$ cat src/rtl/boot_cfg_pkg.sv
package boot_cfg_pkg;

  typedef enum logic [2:0] {
    ST_BOOT   = 3'd0,
    ST_PROG   = 3'd1,
    ST_INIT   = 3'd2,
    ST_FETCH  = 3'd3,
    ST_STROBE = 3'd4,
    ST_ADV    = 3'd5,
    ST_DONE   = 3'd6,
    ST_FAULT  = 3'd7
  } ldr_state_e;

  typedef enum logic {
    FLT_LIMIT = 1'b0,
    FLT_INIT  = 1'b1
  } fault_kind_e;

endpackage

$ cat src/rtl/boot_cfg_timer.sv
module boot_cfg_timer #(
  parameter int TMR_W = 3
) (
  input  logic             clk,
  input  logic             rst_n,
  input  logic             load,
  input  logic [TMR_W-1:0] load_val,
  output logic             expired
);

  logic [TMR_W-1:0] cnt_q, cnt_d;
  logic             cnt_en;

  always_comb begin
    cnt_en = load || (cnt_q != '0);
    cnt_d  = load ? (load_val - 1'b1) : (cnt_q - 1'b1);
  end

  always_ff @(posedge clk or negedge rst_n) begin
    if (!rst_n) begin
      cnt_q <= '0;
    end else if (cnt_en) begin
      cnt_q <= cnt_d;
    end
  end

  assign expired = (cnt_q == '0);

endmodule

$ cat src/rtl/boot_cfg_addr.sv
module boot_cfg_addr #(
  parameter int ADDR_W    = 18,
  parameter int SEL_W     = 4,
  parameter int MAX_BYTES = 16384
) (
  input  logic              clk,
  input  logic              rst_n,
  input  logic              capture,
  input  logic              step,
  input  logic [SEL_W-1:0]  sw_sel,
  output logic [ADDR_W-1:0] flash_addr,
  output logic              limit_hit
);

  localparam int OFF_W = ADDR_W - SEL_W;
  localparam int CNT_W = $clog2(MAX_BYTES + 1);

  logic [SEL_W-1:0] region_q;
  logic [OFF_W-1:0] off_q, off_d;
  logic [CNT_W-1:0] cnt_q, cnt_d;
  logic             adv_en;

  always_comb begin
    adv_en = capture || step;
    off_d  = capture ? '0 : off_q + 1'b1;
    cnt_d  = capture ? '0 : cnt_q + 1'b1;
  end

  always_ff @(posedge clk or negedge rst_n) begin
    if (!rst_n) begin
      region_q <= '0;
    end else if (capture) begin
      region_q <= sw_sel;
    end
  end

  always_ff @(posedge clk or negedge rst_n) begin
    if (!rst_n) begin
      off_q <= '0;
      cnt_q <= '0;
    end else if (adv_en) begin
      off_q <= off_d;
      cnt_q <= cnt_d;
    end
  end

  assign flash_addr = {region_q, off_q};
  assign limit_hit  = (cnt_q == CNT_W'(MAX_BYTES));

endmodule

$ cat src/rtl/boot_cfg_seq.sv
module boot_cfg_seq
  import boot_cfg_pkg::*;
#(
  parameter int PROG_CYC = 4,
  parameter int RD_WAIT  = 3,
  parameter int TMR_W    = 3
) (
  input  logic             clk,
  input  logic             rst_n,
  input  logic             init_n,
  input  logic             done,
  input  logic             busy,
  input  logic             tmr_expired,
  input  logic             limit_hit,
  output ldr_state_e       state_q,
  output fault_kind_e      fault_q,
  output logic             tmr_load,
  output logic [TMR_W-1:0] tmr_val,
  output logic             capture,
  output logic             step
);

  ldr_state_e  state_d;
  fault_kind_e fault_d;
  logic        fault_en;

  always_comb begin
    state_d = state_q;
    fault_d = fault_q;
    capture = 1'b0;
    step    = 1'b0;
    unique case (state_q)
      ST_BOOT:   state_d = ST_PROG;
      ST_PROG: begin
        capture = 1'b1;
        if (tmr_expired) state_d = ST_INIT;
      end
      ST_INIT:   if (init_n) state_d = ST_FETCH;
      ST_FETCH: begin
        if (done) begin
          state_d = ST_DONE;
        end else if (!init_n) begin
          state_d = ST_FAULT;
          fault_d = FLT_INIT;
        end else if (tmr_expired) begin
          if (limit_hit) begin
            state_d = ST_FAULT;
            fault_d = FLT_LIMIT;
          end else begin
            state_d = ST_STROBE;
          end
        end
      end
      ST_STROBE: begin
        if (done) begin
          state_d = ST_DONE;
        end else if (!init_n) begin
          state_d = ST_FAULT;
          fault_d = FLT_INIT;
        end else if (!busy) begin
          state_d = ST_ADV;
        end
      end
      ST_ADV: begin
        step = 1'b1;
        if (done) begin
          state_d = ST_DONE;
        end else if (!init_n) begin
          state_d = ST_FAULT;
          fault_d = FLT_INIT;
        end else begin
          state_d = ST_FETCH;
        end
      end
      ST_DONE:   state_d = ST_DONE;
      ST_FAULT:  state_d = ST_FAULT;
      default:   state_d = ST_BOOT;
    endcase
    fault_en = (state_d == ST_FAULT) && (state_q != ST_FAULT);
    tmr_load = ((state_d == ST_PROG) && (state_q != ST_PROG)) ||
               ((state_d == ST_FETCH) && (state_q != ST_FETCH));
    tmr_val  = (state_d == ST_PROG) ? TMR_W'(PROG_CYC) : TMR_W'(RD_WAIT);
  end

  always_ff @(posedge clk or negedge rst_n) begin
    if (!rst_n) begin
      state_q <= ST_BOOT;
    end else begin
      state_q <= state_d;
    end
  end

  always_ff @(posedge clk or negedge rst_n) begin
    if (!rst_n) begin
      fault_q <= FLT_LIMIT;
    end else if (fault_en) begin
      fault_q <= fault_d;
    end
  end

endmodule

$ cat src/rtl/boot_cfg_pins.sv
module boot_cfg_pins
  import boot_cfg_pkg::*;
#(
  parameter int           SEG_W      = 8,
  parameter logic [SEG_W-1:0] LIMIT_CODE = 8'h79,
  parameter logic [SEG_W-1:0] INIT_CODE  = 8'h71,
  parameter logic         PAR_MODE   = 1'b0
) (
  input  ldr_state_e       state_q,
  input  fault_kind_e      fault_q,
  output logic             flash_ce_n,
  output logic             flash_oe_n,
  output logic             prog_n,
  output logic             cfg_cs_n,
  output logic             cfg_wr_n,
  output logic             cfg_clk,
  output logic             mode_sel,
  output logic             seg_oe,
  output logic [SEG_W-1:0] seg_data
);

  logic flash_on, port_on, faulted;

  always_comb begin
    flash_on   = (state_q == ST_FETCH) || (state_q == ST_STROBE) || (state_q == ST_ADV);
    port_on    = (state_q == ST_STROBE) || (state_q == ST_ADV);
    faulted    = (state_q == ST_FAULT);
    flash_ce_n = !flash_on;
    flash_oe_n = !flash_on;
    prog_n     = (state_q != ST_PROG);
    cfg_cs_n   = !port_on;
    cfg_wr_n   = !port_on;
    cfg_clk    = (state_q == ST_ADV);
    mode_sel   = PAR_MODE;
    seg_oe     = faulted;
    if (!faulted) begin
      seg_data = '0;
    end else if (fault_q == FLT_INIT) begin
      seg_data = INIT_CODE;
    end else begin
      seg_data = LIMIT_CODE;
    end
  end

endmodule

$ cat src/rtl/boot_cfg_loader.sv
module boot_cfg_loader
  import boot_cfg_pkg::*;
#(
  parameter int               ADDR_W      = 18,
  parameter int               SEL_W       = 4,
  parameter int               SEG_W       = 8,
  parameter int               MAX_BYTES   = 2 ** (ADDR_W - SEL_W),
  parameter int               PROG_CYC    = 4,
  parameter int               RD_WAIT     = 3,
  parameter int               SYNC_STAGES = 2,
  parameter logic [SEG_W-1:0] LIMIT_CODE  = 8'h79,
  parameter logic [SEG_W-1:0] INIT_CODE   = 8'h71
) (
  input  logic              clk,
  input  logic              rst_n,
  input  logic [SEL_W-1:0]  sw_sel,
  input  logic              init_n,
  input  logic              done,
  input  logic              busy,
  output logic [ADDR_W-1:0] flash_addr,
  output logic              flash_ce_n,
  output logic              flash_oe_n,
  output logic              prog_n,
  output logic              cfg_cs_n,
  output logic              cfg_wr_n,
  output logic              cfg_clk,
  output logic              mode_sel,
  output logic              seg_oe,
  output logic [SEG_W-1:0]  seg_data
);

  localparam int TMR_MAX = (PROG_CYC > RD_WAIT) ? PROG_CYC : RD_WAIT;
  localparam int TMR_W   = $clog2(TMR_MAX + 1);

  logic             rst_sync_n;
  ldr_state_e       state_q;
  fault_kind_e      fault_q;
  logic             tmr_load, tmr_expired, capture, step, limit_hit;
  logic [TMR_W-1:0] tmr_val;

  generate
    if (SYNC_STAGES <= 1) begin : g_sync_one
      logic sync_q;
      always_ff @(posedge clk or negedge rst_n) begin
        if (!rst_n) sync_q <= 1'b0;
        else        sync_q <= 1'b1;
      end
      assign rst_sync_n = sync_q;
    end else begin : g_sync_chain
      logic [SYNC_STAGES-1:0] sync_q;
      always_ff @(posedge clk or negedge rst_n) begin
        if (!rst_n) sync_q <= '0;
        else        sync_q <= {sync_q[SYNC_STAGES-2:0], 1'b1};
      end
      assign rst_sync_n = sync_q[SYNC_STAGES-1];
    end
  endgenerate

  boot_cfg_seq #(
    .PROG_CYC (PROG_CYC),
    .RD_WAIT  (RD_WAIT),
    .TMR_W    (TMR_W)
  ) u_seq (
    .clk         (clk),
    .rst_n       (rst_sync_n),
    .init_n      (init_n),
    .done        (done),
    .busy        (busy),
    .tmr_expired (tmr_expired),
    .limit_hit   (limit_hit),
    .state_q     (state_q),
    .fault_q     (fault_q),
    .tmr_load    (tmr_load),
    .tmr_val     (tmr_val),
    .capture     (capture),
    .step        (step)
  );

  boot_cfg_timer #(
    .TMR_W (TMR_W)
  ) u_timer (
    .clk      (clk),
    .rst_n    (rst_sync_n),
    .load     (tmr_load),
    .load_val (tmr_val),
    .expired  (tmr_expired)
  );

  boot_cfg_addr #(
    .ADDR_W    (ADDR_W),
    .SEL_W     (SEL_W),
    .MAX_BYTES (MAX_BYTES)
  ) u_addr (
    .clk        (clk),
    .rst_n      (rst_sync_n),
    .capture    (capture),
    .step       (step),
    .sw_sel     (sw_sel),
    .flash_addr (flash_addr),
    .limit_hit  (limit_hit)
  );

  boot_cfg_pins #(
    .SEG_W      (SEG_W),
    .LIMIT_CODE (LIMIT_CODE),
    .INIT_CODE  (INIT_CODE),
    .PAR_MODE   (1'b0)
  ) u_pins (
    .state_q    (state_q),
    .fault_q    (fault_q),
    .flash_ce_n (flash_ce_n),
    .flash_oe_n (flash_oe_n),
    .prog_n     (prog_n),
    .cfg_cs_n   (cfg_cs_n),
    .cfg_wr_n   (cfg_wr_n),
    .cfg_clk    (cfg_clk),
    .mode_sel   (mode_sel),
    .seg_oe     (seg_oe),
    .seg_data   (seg_data)
  );

endmodule

$ cat config.mk
export PLATFORM = sky130hd
export DESIGN_NAME = boot_cfg_loader
export DESIGN_NICKNAME = d
export VERILOG_FILES = /design/src/rtl/boot_cfg_pkg.sv /design/src/rtl/boot_cfg_timer.sv /design/src/rtl/boot_cfg_addr.sv /design/src/rtl/boot_cfg_seq.sv /design/src/rtl/boot_cfg_pins.sv /design/src/rtl/boot_cfg_loader.sv
export SDC_FILE = /design/constraint.sdc
export NUM_CORES = 1
export LEC_CHECK = 0
export ABC_CLOCK_PERIOD_IN_PS = 1400
export BUFFER_PORTS_ARGS = -buffer_cell sky130_fd_sc_hd__buf_2
export CORE_AREA = 2 2 77 79
export DETAILED_ROUTE_END_ITERATION = 8
export DIE_AREA = 0 0 79 81
export PLACE_DENSITY = 0.66
export SLEW_MARGIN = 40
export SYNTH_ARGS = -nofsm -noshare
export SYNTH_HDL_FRONTEND = slang
export SYNTH_SLANG_ARGS = --single-unit
$ cat constraint.sdc
create_clock -name clk -period 1.4 [get_ports clk]
set_input_delay 0 -clock clk [delete_from_list [all_inputs] [get_ports clk]]
set_output_delay 0 -clock clk [all_outputs]
set_load 0.02 [all_outputs]
# --- After elaboration in Yosys (flattened, before gate mapping) ---
# Index checks and enable logic that the tools add are counted.
word_totals:
  reg_bits: 42
  inputBits: 9
  output_inout_bits: 34
classes:
  addsub: 4
  eq_ne: 19
  mux: 27
  reduce_logical: 17
ops:
  columns: ["operator", "n"]
  rows:
  - ["3-bit two-way mux", 12]
  - ["3-bit case mux with 8 select lines", 1]
  - ["15-bit by 1-bit adder with 15-bit output, second input constant", 1]
  - ["15-bit equality test, second input constant", 1]
  - ["3-bit equality test, second input constant", 5]
  - ["15-bit two-way mux", 1]
  - ["14-bit by 1-bit adder with 14-bit output, second input constant", 1]
  - ["14-bit two-way mux", 1]
  - ["3-bit by 2-bit equality test with 1-bit output, second input constant", 3]
  - ["3-bit != test, second input constant", 3]
  - ["1-bit two-way mux", 8]
  - ["7-bit two-way mux", 1]
  - ["7-bit AND reduction", 1]
  - ["3-bit by 1-bit equality test with 1-bit output, second input constant", 2]
  - ["3-bit zero test", 2]
  - ["1-bit logical OR", 6]
  - ["2-bit != test, second input constant", 3]
  - ["3-bit by 1-bit subtractor with 3-bit output, second input constant", 2]
  - ["4-bit two-way mux", 1]
  - ["1-bit logical AND", 3]
  - ["3-bit by 1-bit != test with 1-bit output, second input constant", 1]
  - ["3-bit by 2-bit != test with 1-bit output, second input constant", 1]
  - ["3-bit nonzero test", 1]
  - ["1-bit zero test", 2]
  - ["other kinds (4)", 4]

# --- Longest topological paths before layout ---
depth:
  word_depth: 10
  mapped_depth: 7

# --- Hierarchy ---
# From an unflattened synthesis, not the netlist that was laid out.
unflattened:
  cells_unflattened: 255
  hier_area_um2: 2429.8
by_module_without_submodules:
  columns: ["module", "instances", "cells_each", "area_per_inst_um2"]
  rows:
  - ["boot_cfg_addr", 1, 171, 1710.4]
  - ["boot_cfg_seq", 1, 43, 365.4]
  - ["boot_cfg_timer", 1, 19, 173.9]
  - ["boot_cfg_pins", 1, 19, 126.4]
  - ["boot_cfg_loader", 1, 3, 53.8]

# --- Least setup slack after synthesis ---
# OpenSTA, ideal clock, no wires.
synth_timing:
  path_kind: "register -> register"
  from: "register u_seq.state_q[1]"
  to: "register u_timer.cnt_q[1]"
  setup_ns: 0.082
  arrival_time_ns: 1.664
  setup_slack_ns: -0.346
  path_stages_with_launch: 8
  path_buffers: 1
  synth_period_minus_slack_ns: 1.746
  cell_sequence: "dfrtp_1 -> nor2b_2 -> buf_4 -> nand3_1 -> a32oi_1 -> o21ai_0 -> ha_1 -> a31oi_1"
synth_between:
  elab_chain_len: 8
  elab_cells_between_ends: 28
  classes_between: "1 x add/sub; 11 x eq/ne; 11 x mux; 5 x reduce/logical"
synth_rtl:
  columns: ["item", "line", "rtl"]
  rows:
  - ["start, declared", "boot_cfg_seq.sv:15", "output ldr_state_e state_q,"]
  - ["start signal, assigned", "boot_cfg_seq.sv:89", "state_q <= state_d;"]
  - ["3-bit two-way mux (on tied branches)", "boot_cfg_seq.sv:60, boot_cfg_seq.sv:45", null]
  - ["3-bit two-way mux (on tied branches)", "boot_cfg_seq.sv:57, boot_cfg_seq.sv:42", null]
  - ["3-bit two-way mux (on tied branches)", "boot_cfg_seq.sv:55, boot_cfg_seq.sv:40", null]
  - ["3-bit case mux with 8 select lines", "boot_cfg_seq.sv:32", "unique case (state_q)"]
  - ["3-bit by 1-bit equality test with 1-bit output or 3-bit by 2-bit equality test with 1-bit output (tied branches)", "boot_cfg_seq.sv:80, boot_cfg_seq.sv:82, boot_cfg_seq.sv:81", null]
  - ["3-bit two-way mux (tied with other cells)", "boot_cfg_seq.sv:82", "tmr_val = (state_d == ST_PROG) ? TMR_W'(PROG_CYC) : TMR_W'(RD_WAIT);"]
  - ["3-bit by 1-bit subtractor with 3-bit output or 1-bit logical OR (tied branches)", "boot_cfg_timer.sv:16, boot_cfg_seq.sv:80", null]
  - ["3-bit two-way mux or 1-bit logical OR (tied branches)", "boot_cfg_timer.sv:16, boot_cfg_timer.sv:15", null]
  - ["end signal, assigned", "boot_cfg_timer.sv:23", "cnt_q <= cnt_d;"]
  - ["end, declared", "boot_cfg_timer.sv:11", "logic [TMR_W-1:0] cnt_q, cnt_d;"]
# Parallel ways exist; a longest one is shown, timed or not.
# A chain may end at the register's enable or synchronous reset.

# --- Worst setup path in the final report ---
layout_timing:
  from: "register u_addr.cnt_q[1]"
  to: "register u_seq.state_q[0]"
layout_between:
  elab_chain_len: 6
layout_rtl:
  columns: ["item", "line", "rtl"]
  rows:
  - ["start, declared", "boot_cfg_addr.sv:20", "logic [CNT_W-1:0] cnt_q, cnt_d;"]
  - ["start signal, assigned", "boot_cfg_addr.sv:43", "cnt_q <= cnt_d;"]
  - ["15-bit equality test", "boot_cfg_addr.sv:48", "assign limit_hit = (cnt_q == CNT_W'(MAX_BYTES));"]
  - ["2-bit two-way mux", "boot_cfg_seq.sv:46", "if (limit_hit) begin"]
  - ["3-bit two-way mux", "boot_cfg_seq.sv:45", "end else if (tmr_expired) begin"]
  - ["3-bit two-way mux", "boot_cfg_seq.sv:42", "end else if (!init_n) begin"]
  - ["3-bit two-way mux", "boot_cfg_seq.sv:40", "if (done) begin"]
  - ["3-bit case mux with 8 select lines", "boot_cfg_seq.sv:32", null]
  - ["named net u_seq.state_d[0]", "boot_cfg_seq.sv:23", "ldr_state_e state_d;"]
# The timed path passes the listed nets, and every way through them passes these cells.

==> results.yml <==
run_status:
  status: "finished with violations"
  violations: "setup timing"
clocking:
  cts_tree: "yes"
  cts_buffers: 5
  insertion_delay_ps: 290
  clockBufferDepth: 2
  clk_transition_reported_paths_ps: 80
  clock-sinks: 42
  clockRootBuffer: "clkbuf_8"
  cts-htree-levels: 2
global_route:
  grt_pass1_wl_um: 9600
  grt_max_degree: 41
  grt_pass1_vias: 2082
  grt_antenna_before_repair: 0
  grtUsageTotal: 0.190
  overflow: 0
synth:
  synth_compound_area_frac: 0.0904
  syn_inst: 233
  synth-xor-area-share: 0.0699
  synthFlopType: "dfrtp_1"
  ys_seq_elements: 42
  ys_async_sr_fraction: 1.00
  synth_top_family_by_area: "simple AND/OR/NAND/NOR gates"
  synthSimpleGateAreaFrac: 0.238
  synth_area_per_cell_um2: 9.68
  yosys-top-cells-count: "dfrtp_1, nor2_1, nand2_1"
  synth.largest_area_cell: "dfrtp_1"
  synth_mux_area_frac: 0.0333
  ys_seq_area_frac: 0.466
  netlist_area_mm2: 0.00226
  synth_top_area_share: 0.466
  synth_fa_ha_area_frac: 0.0222
  ys_types: 47
  synth-edff-count: 0
  yosysMostFrequentCell: "dfrtp_1"
  ys.warnings.count: 0
  yosys-top-cells-area: "dfrtp_1, nor2_1, buf_4, xor2_1, nand2_1"
timing:
  final_max_slew_viol_count: 0
  rsz0062_at_grt: "yes"
  period_share: 1.32
  fmax_mhz: 543
  worst_pin_slew_ps: 516
  holdWs_ps: 16.9
  hold_viol: 0
  period_needed_ps: 1840
  slew_headroom: 0.656
  tns_ps: -7190
  worst_slack_ps: -441
  fin_skew_ps: 5.36
  setup_viol: 40
floorplan:
  die_y_um: 81
  die_x_um: 79
  die-area_mm2: 0.00640
  core_mm2: 0.00568
  initial_utilization: 0.397
  num_rows: 28
  ios: 43
routing:
  drc: 0
  drtIter0Drc: 187
  wirelength_um: 6580
  postRouteAntennaNets: 0
  vias_per_cell: 5.22
  dr.pass1.iters: 4
  routedWlPerCell_um: 15.4
  via_count: 2236
final_layout:
  fillers: 415
  fin_util: 0.654
  drive_gt1_frac: 0.538
  antennaDiodeCount: 0
  fin_nets: 365
  register_area_mm2: 0.00106
  multiInputGateArea_mm2: 0.00134
  area_delta_synth_final_pct: 64.6
  stdcell_count: 428
critical_path:
  start_kind: "register"
  cp-end-kind: "register"
  reg2reg_from: "u_addr.cnt_q[1]"
  path_max_fanout: 2
  required_ps: 1630
  ff2ff_path_depth: 8
  ff2ff_setup_slack_ps: -440
  arrival_ps: 2070
  critPathKind: "reg -> reg"
  r2r_end: "u_seq.state_q[0]"
placed_design:
  finalWeightedCongestion: 0.843
  dp_hpwl_um: 3530
  io_buffers: 38
  dp.cells: 377
flow_run:
  maxCapViolCount: 0
pwr:
  internal_power_mw: 2.48
  switching_share: 0.280
  p_clk_frac: 0.348
  ir_worst_vdd_v: 0.000789
  p_leak_nw: 1.83
  switchingPower_mw: 0.961
  power_density_mw_per_mm2: 926
  pwr-share-seq: 0.401
  combPwrFrac: 0.251
worst_hold_path:
  hold_class: "in -> async"
## power by group through the flow
stage               clock (mW)  sequential (mW)  combinational, mW
floorplan                    0             1.39              0.509
global placement             0             1.39              0.664
detailed placement           0             1.39              0.680
CTS                       1.21             1.37              0.776
global route              1.26             1.39              0.941
finish                    1.20             1.38              0.862
## cells in the final DEF (no fill, tap or decap), drive strengths merged, types with 2 or more instances in the layout
cell         count
nor2            27
nand4            8
nand2           20
dlygate4sd3      6
nand4b           2
a31oi            2
a21oi           10
or3              8
nor3             5
mux2i            3
nand3            7
nor4             6
buf            118
clkbuf           8
conb             5
nor2b            3
inv             14
xnor2            8
o21ai           13
bufinv           2
a22o             2
xor2            10
o31ai            2
ha               4
dfrtp           42
mux2             4
and3             2
## cells by family (layout without fill, tap and decap cells)
family / count (synthesis) / count (layout)
fa+ha+maj: 4 / 4
compound gates: 34 / 34
flops: 42 / 42
simple gates: 95 / 95
other cells: 2 / 5
buf+inv: 31 / 148
mux: 7 / 7
xor+xnor: 18 / 18
## metrics by stage
stage | worst slack [ps] | power (mW) | cell area, um2
after floorplan | -287 | 1.90 | 2360
after detailed placement | -359 | 2.07 | 2870
final | -441 | 3.44 | 3710
after global routing | -560 | 3.59 | 3710
after CTS | -349 | 3.36 | 3480
after global placement | -312 | 2.05 | 2870
## cell type report
| type | instances | area share |
|---|---|---|
| Inverter | 14 | 0.0148 |
| Multi-Input combinational cell | 163 | 0.362 |
| Clock buffer | 6 | 0.0222 |
| Sequential cell | 42 | 0.286 |
| Clock inverter | 2 | 0.0162 |
| Timing Repair Buffer | 126 | 0.274 |
| Tap cell | 75 | 0.0253 |
## worst max-delay path, stage by stage, from the launching register on
cell	delay [ps]
dfrtp_1	400
inv_2	90
ha_4	120
or4b_4	450
nor3_2	110
nand4_1	180
buf_4	190
o211ai_1	70
a221o_1	160
## timing repair
| item | 4_1_cts | 5_1_grt |
|---|---|---|
| pin swaps | 34 | 24 |
| setup endpoints to repair | 44 | 49 |
| hold buffers | 6 | 0 |
| resized for setup | 64 | 25 |
| gates cloned | 0 | 2 |
| buffers inserted | 21 | 18 |
| hold endpoints to repair | 7 | 0 |
## flip-flops by register name (all words and copies together) (netlist names)
name                 count
u_seq.state_q            3
u_addr.off_q            14
g_sync_chain.sync_q      2
u_addr.cnt_q            15
u_seq.fault_q            1
u_addr.region_q          4
u_timer.cnt_q            3
## how the worst max path moves through the flow
stage / end / start / slack (ps)
4_1_cts: u_seq.fault_q / u_addr.cnt_q[1] / -350
3_5_place_dp: u_seq.fault_q / u_addr.cnt_q[1] / -360
6_report: u_seq.state_q[0] / u_addr.cnt_q[1] / -440
3_3_place_gp: u_seq.fault_q / u_addr.cnt_q[1] / -310
2_1_floorplan: u_seq.fault_q / u_addr.cnt_q[0] / -290
5_1_grt: u_seq.fault_q / u_addr.cnt_q[1] / -560
## routing by layer
| layer | track usage | part of all wire | vias to the layer above | wire, um |
|---|---|---|---|---|
| met5 | 0 | 0 | - | 0 |
| met4 | 0.0569 | 0.019 | 0 | 123 |
| met3 | 0.0411 | 0.051 | 21 | 334 |
| met2 | 0.347 | 0.53 | 87 | 3490 |
| met1 | 0.225 | 0.40 | 1099 | 2630 |
| li1 | - | - | 1029 | - |
No activity file was read; power rests on OpenSTA's default activity.
